==> src/rtl/sdes_pkg.sv <==
package sdes_pkg;

    // Word layout; these positions are fixed by the line format.
    localparam int WORD_W     = 20;
    localparam int PIX_W      = 18;
    localparam int PIX_LSB    = 2;
    localparam int CTL_W      = 9;
    localparam int N_VOTED    = 5;
    localparam int N_COPY     = 3;
    localparam int VOTE_LSB   = 1;
    localparam int SINGLE_LSB = VOTE_LSB + N_VOTED * N_COPY;
    localparam int N_SINGLE   = CTL_W - N_VOTED;
    localparam int CNT_W      = $clog2(WORD_W);

    typedef enum logic [1:0] {
        ST_FILL     = 2'd0,
        ST_RUN      = 2'd1,
        ST_LOAD_PIX = 2'd2,
        ST_LOAD_CTL = 2'd3
    } frm_state_e;

endpackage

==> src/rtl/sdes_shifter.sv <==
module sdes_shifter
    import sdes_pkg::*;
(
    input  logic              clk_i,
    input  logic              rst_i,
    input  logic              ser_i,
    output logic [WORD_W-1:0] word_nxt_o,
    output logic              full_o
);

    logic [WORD_W-1:0] sh_q;
    logic [CNT_W-1:0]  cnt_q;

    localparam logic [CNT_W-1:0] CNT_LAST = CNT_W'(WORD_W - 1);

    // Newest bit enters at the top, so the first bit ends at position 0.
    assign word_nxt_o = {ser_i, sh_q[WORD_W-1:1]};
    assign full_o     = (cnt_q == CNT_LAST);

    always_ff @(posedge clk_i) begin
        if (rst_i) begin
            sh_q  <= '0;
            cnt_q <= '0;
        end else begin
            sh_q <= word_nxt_o;
            if (cnt_q != CNT_LAST) begin
                cnt_q <= cnt_q + 1'b1;
            end
        end
    end

endmodule

==> src/rtl/sdes_framer.sv <==
module sdes_framer
    import sdes_pkg::*;
(
    input  logic              clk_i,
    input  logic              rst_i,
    input  logic              strb_i,
    input  logic              phase_i,
    input  logic              full_i,
    input  logic [WORD_W-1:0] word_i,
    output frm_state_e        state_o,
    output logic              accept_o,
    output logic [WORD_W-1:0] word_o
);

    frm_state_e        state_q, state_d;
    logic [WORD_W-1:0] cap_q;

    assign accept_o = strb_i && full_i;
    assign state_o  = state_q;
    assign word_o   = cap_q;

    // State register.
    always_ff @(posedge clk_i) begin
        if (rst_i) begin
            state_q <= ST_FILL;
        end else begin
            state_q <= state_d;
        end
    end

    // Next-state logic.
    always_comb begin
        state_d = state_q;
        unique case (state_q)
            ST_FILL: begin
                if (accept_o) begin
                    state_d = phase_i ? ST_LOAD_PIX : ST_LOAD_CTL;
                end else if (full_i) begin
                    state_d = ST_RUN;
                end else begin
                    state_d = ST_FILL;
                end
            end
            ST_RUN, ST_LOAD_PIX, ST_LOAD_CTL: begin
                if (accept_o) begin
                    state_d = phase_i ? ST_LOAD_PIX : ST_LOAD_CTL;
                end else begin
                    state_d = ST_RUN;
                end
            end
            default: state_d = ST_FILL;
        endcase
    end

    // Capture the complete word at the accepted boundary.
    always_ff @(posedge clk_i) begin
        if (rst_i) begin
            cap_q <= '0;
        end else if (accept_o) begin
            cap_q <= word_i;
        end
    end

endmodule

==> src/rtl/sdes_decode.sv <==
module sdes_decode
    import sdes_pkg::*;
(
    input  logic [WORD_W-1:0] word_i,
    output logic [PIX_W-1:0]  pix_o,
    output logic [CTL_W-1:0]  ctl_o
);

    assign pix_o = word_i[PIX_LSB +: PIX_W];

    for (genvar g = 0; g < N_VOTED; g++) begin : g_vote
        logic [N_COPY-1:0] trip;
        assign trip     = word_i[VOTE_LSB + g*N_COPY +: N_COPY];
        assign ctl_o[g] = (trip[0] & trip[1]) | (trip[0] & trip[2]) | (trip[1] & trip[2]);
    end

    for (genvar k = 0; k < N_SINGLE; k++) begin : g_single
        assign ctl_o[N_VOTED + k] = word_i[SINGLE_LSB + k];
    end

endmodule

==> src/rtl/sdes_outreg.sv <==
module sdes_outreg
    import sdes_pkg::*;
(
    input  logic             clk_i,
    input  logic             rst_i,
    input  frm_state_e       state_i,
    input  logic [PIX_W-1:0] pix_i,
    input  logic [CTL_W-1:0] ctl_i,
    output logic [PIX_W-1:0] pix_q_o,
    output logic [CTL_W-1:0] ctl_q_o,
    output logic             de_q_o
);

    always_ff @(posedge clk_i) begin
        if (rst_i) begin
            pix_q_o <= '0;
            ctl_q_o <= '0;
            de_q_o  <= 1'b0;
        end else begin
            unique case (state_i)
                ST_LOAD_PIX: begin
                    pix_q_o <= pix_i;
                    de_q_o  <= 1'b1;
                end
                ST_LOAD_CTL: begin
                    ctl_q_o <= ctl_i;
                    de_q_o  <= 1'b0;
                end
                ST_FILL, ST_RUN: ;
                default: ;
            endcase
        end
    end

endmodule

==> src/rtl/serial_word_deser.sv <==
module serial_word_deser
    import sdes_pkg::*;
#(
    parameter bit OE_TRISTATE = 1'b0
) (
    input  logic             clk_i,
    input  logic             rst_i,
    input  logic             ser_i,
    input  logic             strb_i,
    input  logic             phase_i,
    input  logic             oe_i,
    output logic [17:0]      pix_o,
    output logic [8:0]       ctl_o,
    output logic             de_o
);

    logic [WORD_W-1:0] word_nxt;
    logic              full;
    frm_state_e        frm_state;
    logic              accept;
    logic [WORD_W-1:0] cap_word;
    logic [PIX_W-1:0]  dec_pix;
    logic [CTL_W-1:0]  dec_ctl;
    logic [PIX_W-1:0]  pix_q;
    logic [CTL_W-1:0]  ctl_q;
    logic              de_q;

    sdes_shifter u_shift (
        .clk_i      (clk_i),
        .rst_i      (rst_i),
        .ser_i      (ser_i),
        .word_nxt_o (word_nxt),
        .full_o     (full)
    );

    sdes_framer u_frame (
        .clk_i    (clk_i),
        .rst_i    (rst_i),
        .strb_i   (strb_i),
        .phase_i  (phase_i),
        .full_i   (full),
        .word_i   (word_nxt),
        .state_o  (frm_state),
        .accept_o (accept),
        .word_o   (cap_word)
    );

    sdes_decode u_dec (
        .word_i (cap_word),
        .pix_o  (dec_pix),
        .ctl_o  (dec_ctl)
    );

    sdes_outreg u_out (
        .clk_i   (clk_i),
        .rst_i   (rst_i),
        .state_i (frm_state),
        .pix_i   (dec_pix),
        .ctl_i   (dec_ctl),
        .pix_q_o (pix_q),
        .ctl_q_o (ctl_q),
        .de_q_o  (de_q)
    );

    if (OE_TRISTATE) begin : g_oe_z
        assign pix_o = oe_i ? pix_q : 'z;
        assign ctl_o = oe_i ? ctl_q : 'z;
        assign de_o  = oe_i ? de_q  : 1'bz;
    end else begin : g_oe_zero
        assign pix_o = oe_i ? pix_q : '0;
        assign ctl_o = oe_i ? ctl_q : '0;
        assign de_o  = oe_i & de_q;
    end

endmodule

==> config.mk <==
export PLATFORM = sky130hd
export DESIGN_NAME = serial_word_deser
export DESIGN_NICKNAME = d
export VERILOG_FILES = /design/src/rtl/sdes_pkg.sv /design/src/rtl/sdes_shifter.sv /design/src/rtl/sdes_framer.sv /design/src/rtl/sdes_decode.sv /design/src/rtl/sdes_outreg.sv /design/src/rtl/serial_word_deser.sv
export SDC_FILE = /design/constraint.sdc
export NUM_CORES = 1
export LEC_CHECK = 0
export BUFFER_PORTS_ARGS = -buffer_cell sky130_fd_sc_hd__buf_2
export CAP_MARGIN = 20
export CORE_UTILIZATION = 50
export DETAILED_ROUTE_END_ITERATION = 8
export HOLD_SLACK_MARGIN = 0.03
export PLACE_DENSITY_LB_ADDON = 0.08
export SETUP_SLACK_MARGIN = 0.02
export SYNTH_ARGS = -nofsm -noshare
export SYNTH_HDL_FRONTEND = slang
export SYNTH_HIERARCHICAL = 1
export SYNTH_SLANG_ARGS = --single-unit
==> constraint.sdc <==
create_clock -name clk_i -period 2.4 [get_ports clk_i]
set_clock_uncertainty 0.1 [all_clocks]
set_input_delay 0.48 -clock clk_i [delete_from_list [all_inputs] [get_ports clk_i]]
set_output_delay 0.48 -clock clk_i [all_outputs]
set_load 0.03 [all_outputs]
# After elaboration in Yosys (flattened, before gate mapping)
# Index checks and enable logic that the tools add are counted.
# totals
ff_bits	75
out_inout_bits	28
# classes
n_addsub	1
n_eq_ne	5
muxes	8
bitwise_logic	26
reduce_logical	4
# op_table
operator	n
18-bit two-way mux	1
1-bit bitwise AND	16
1-bit bitwise OR	10
9-bit two-way mux	1
5-bit by 1-bit adder with 5-bit output (second input constant)	1
5-bit == test (second input constant)	1
5-bit inequality test (second input constant)	1
2-bit == test (second input constant)	2
2-bit two-way mux	2
2-bit one-hot mux with 2 select lines	1
3-bit OR reduction	1
2-bit by 1-bit == test with 1-bit output (second input constant)	1
2-bit logical NOT	1
1-bit two-way mux	2
1-bit one-hot mux with 2 select lines	1
2-bit nonzero test	1
1-bit logical AND	1

# Logic depth before layout (Yosys ltp)
# depth
ltp_word	4
ltp_mapped	7
depth_no_buf	4

# Modules after synthesis
# Netlist, hierarchy kept.
# by_module_without_submodules
module	instances	cells_per_inst	area_per_inst_um2
sdes_outreg	1	127	1383.8
sdes_framer	1	98	1044.8
sdes_shifter	1	65	759.5
serial_word_deser	1	30	225.2
sdes_decode	1	27	221.5

# Worst setup path after synthesis
# Ideal clock, no wire load.
# synth_path
path_kind	register to register
from	register u_shift.cnt_q[0]
to	register u_frame.cap_q[10] (netlist: u_frame/word_o[10])
arrival_time_ps	1493
required_ps	2234
setup_slack_ps	740
path_stages_with_launch	8
path_buffers	3
period_less_slack_ps	1660
path_cell_list	dfxtp_1 ha_1 nor4bb_1 buf_4 buf_4 buf_2 nand3_1 a21oi_2
# synth_via
elab_chain_cells	2
# synth_rtl
item	line	text
start, declared	sdes_shifter.sv:12	logic [CNT_W-1:0] cnt_q;
start signal, assigned	sdes_shifter.sv:27	cnt_q <= cnt_q + 1'b1;
5-bit == test	sdes_shifter.sv:18	assign full_o = (cnt_q == CNT_LAST);
named net full	serial_word_deser.sv:18	logic full;
1-bit logical AND	sdes_framer.sv:18	assign accept_o = strb_i && full_i;
end signal, assigned	sdes_framer.sv:60	cap_q <= word_i;
end, declared	sdes_framer.sv:16	logic [WORD_W-1:0] cap_q;
# The timed path passes the listed nets, and every way through them passes these cells.
# A chain may end at the register's enable or synchronous reset.

# Worst setup path in the final report
# layout_path
from	register u_shift.cnt_q[0]
to	register u_shift.cnt_q[0]
# layout_via
elab_chain_cells	1
word_cells_on_any_way	2
cone_classes	add/sub (1); eq/ne (1)
# layout_rtl
item	line
5-bit by 1-bit adder with 5-bit output or 5-bit inequality test (tied branches)	sdes_shifter.sv:27, sdes_shifter.sv:26
# Several ways; a longest one is shown, not always the timed one.

==> impl_metrics.toml <==
[outcome]
outcome = "finished clean"

[setup_path]
crit_path_start_kind = "flip-flop"
critPathKind = "reg -> reg"
slowest_delay_ns = 0.41
endpoint_kind = "flip-flop"
r2r_start = "u_shift/cnt_q[0]"
crit_chain = "ha_1, nor4bb_4, buf_12, mux2_4"
critPathLaunch = "u_shift/cnt_q[0]"
arrival_ns = 1.92
critPathRequiredTime_ns = 2.53
crit_fanout = 45
slowest_stage = "dfxtp_1"
r2r_setup_slack_ns = 0.61
reg2reg_depth = 4

[floorplanning]
die_height_um = 86.4
fp-row-count = 30
initial_core_util_pct = 52.2
io_pins = 34
dieWidth_um = 86.4
fp.dieArea_um2 = 7470
core_area_um2 = 6830

[power_and_ir_drop]
powerDensity_nw_per_um2 = 605
vdd_drop_max_uv = 341
p_leak_uw = 0.00135
p_total_uw = 2230

[synthesis]
syn_inst = 341
avgSynthCellArea_um2 = 10.5
syn_nets = 348
synthesis.area_um2 = 3560
synth_warnings = 6

[cts]
cts-root-buf = "clkbuf_8"
post_cts_resized = 0
hold_buffers = 0
clockBufferDepth = 2
cts_max_level = 3
cts_tree = "done"
clk_latency_ns = 0.33
cts.sinks = 72
cts_setup_buffers = 0
cts.clk_slew.worst_paths_ns = 0.08
cts_buffers = 9

[global_routing]
grt_max_degree = 94
grt.total_usage_pct = 16.8
grt_overflow_total = 0
antenna_found_initial = 0
grt_pass1_vias = 2049
grt_pass1_wl_um = 9750

[sta]
period_minus_slack_ns = 1.79
hold-worst-slack_ns = 0.233
fin_crit_sh_pct = 74.6
fin_ws_ns = 0.609
timing.fmax_mhz = 558
slew_violations = 0
slew_headroom_pct = 52.3
hold_viol_final = 0
grt_setup_unrepaired = "false"
fin_tns_setup_ns = 0
worst_pin_slew_ns = 0.715
setup_violations = 0

[routing]
met1Wirelength_um = 3140
wl_um = 5860
drc_errors = 0
met3WireLength_um = 161
viasPerCell = 4.94
wire_per_inst_um = 13.4
antenna_left = 0
drtIter0Drc = 116
vias = 2158
route.top_layer_used = "met4"
wl_met2_um = 2480
dr.pass1.iters = 4

[min_path]
hp-class = "in -> reg"
worstHoldPathCells = 2
hold_start = "phase_i"

[layout]
num_antenna_cells = 0
area_delta_synth_final_pct = 3.23
final_nets = 343
final_util_pct = 53.9
drive_gt1_share_pct = 38.4

[placed_design]
dpl_worst_slack_ns = 0.626
gp_congestion = 0.667
dp_hpwl_um = 3490
io_buffers = 33

[job]
cap_violations = 0
## report_power, final
part,switching [uW],internal [uW],leakage [uW]
combinational,45.1,25.4,0.000670
sequential,6.63,1200,0.000581
clock,443,507,0.0000993
## cell type report
| type | instances | area [um^2] |
|---|---|---|
| clock inverter | 5 | 56.3 |
| timing repair buffer | 39 | 235 |
| multi-input combinational | 214 | 1690 |
| fill | 666 | 3150 |
| tap | 96 | 120 |
| sequential | 72 | 1440 |
| clock buffer | 11 | 141 |
## final timing paths
kind	endpoint
worst max-delay path	u_shift/cnt_q[0]
worst min-delay path	u_frame/state_o[0]
worst max register to register	u_shift/cnt_q[0]
worst min register to register	u_out/pix_q_o[1]
## registers in the layout, indices dropped and copies added (netlist names)
name	cells
u_shift/sh_q	18
u_out/de_q_o	1
u_frame/word_o	19
u_shift/cnt_q	5
u_out/ctl_q_o	9
u_frame/state_o	2
u_out/pix_q_o	18
## placed cells by master, fill, tap and decap left out, types with 2 or more instances in the layout
cell type / count
nor3_1: 2
nand2b_1: 20
nor2_1: 3
buf_12: 2
maj3_2: 5
a21bo_2: 10
a21bo_1: 18
nand3_1: 20
dfxtp_1: 72
a21oi_2: 27
nand4bb_1: 18
clkbuf_8: 10
buf_4: 4
nand3_2: 9
and2_1: 7
and2_2: 22
nor2b_1: 22
clkinv_2: 2
buf_2: 33
o21ai_1: 18
a21oi_1: 2
## metrics by stage
stage | cell area (um^2) | cells
6_report | 3680 | 437
5_1_grt | 3680 | 437
4_1_cts | 3680 | 437
3_5_place_dp | 3480 | 421
3_3_place_gp | 3480 | 421
2_1_floorplan | 3560 | 341
## worst max-delay path, delay by kind of cell (launching register included)
kind / cells / cell delay (ns)
muxes: 1 / 0.31
and+or+nand+nor: 1 / 0.36
DFF: 1 / 0.41
adders and majority gates: 1 / 0.24
buffers and inverters: 1 / 0.27
## layer usage
| metal | vias up | global-route usage, % |
|---|---|---|
| li1 | 1136 | - |
| met1 | 978 | 23.7 |
| met2 | 36 | 24.0 |
| met3 | 8 | 3.24 |
| met4 | 0 | 9.09 |
| met5 | - | 0 |
(Power assumes the default switching activity.)
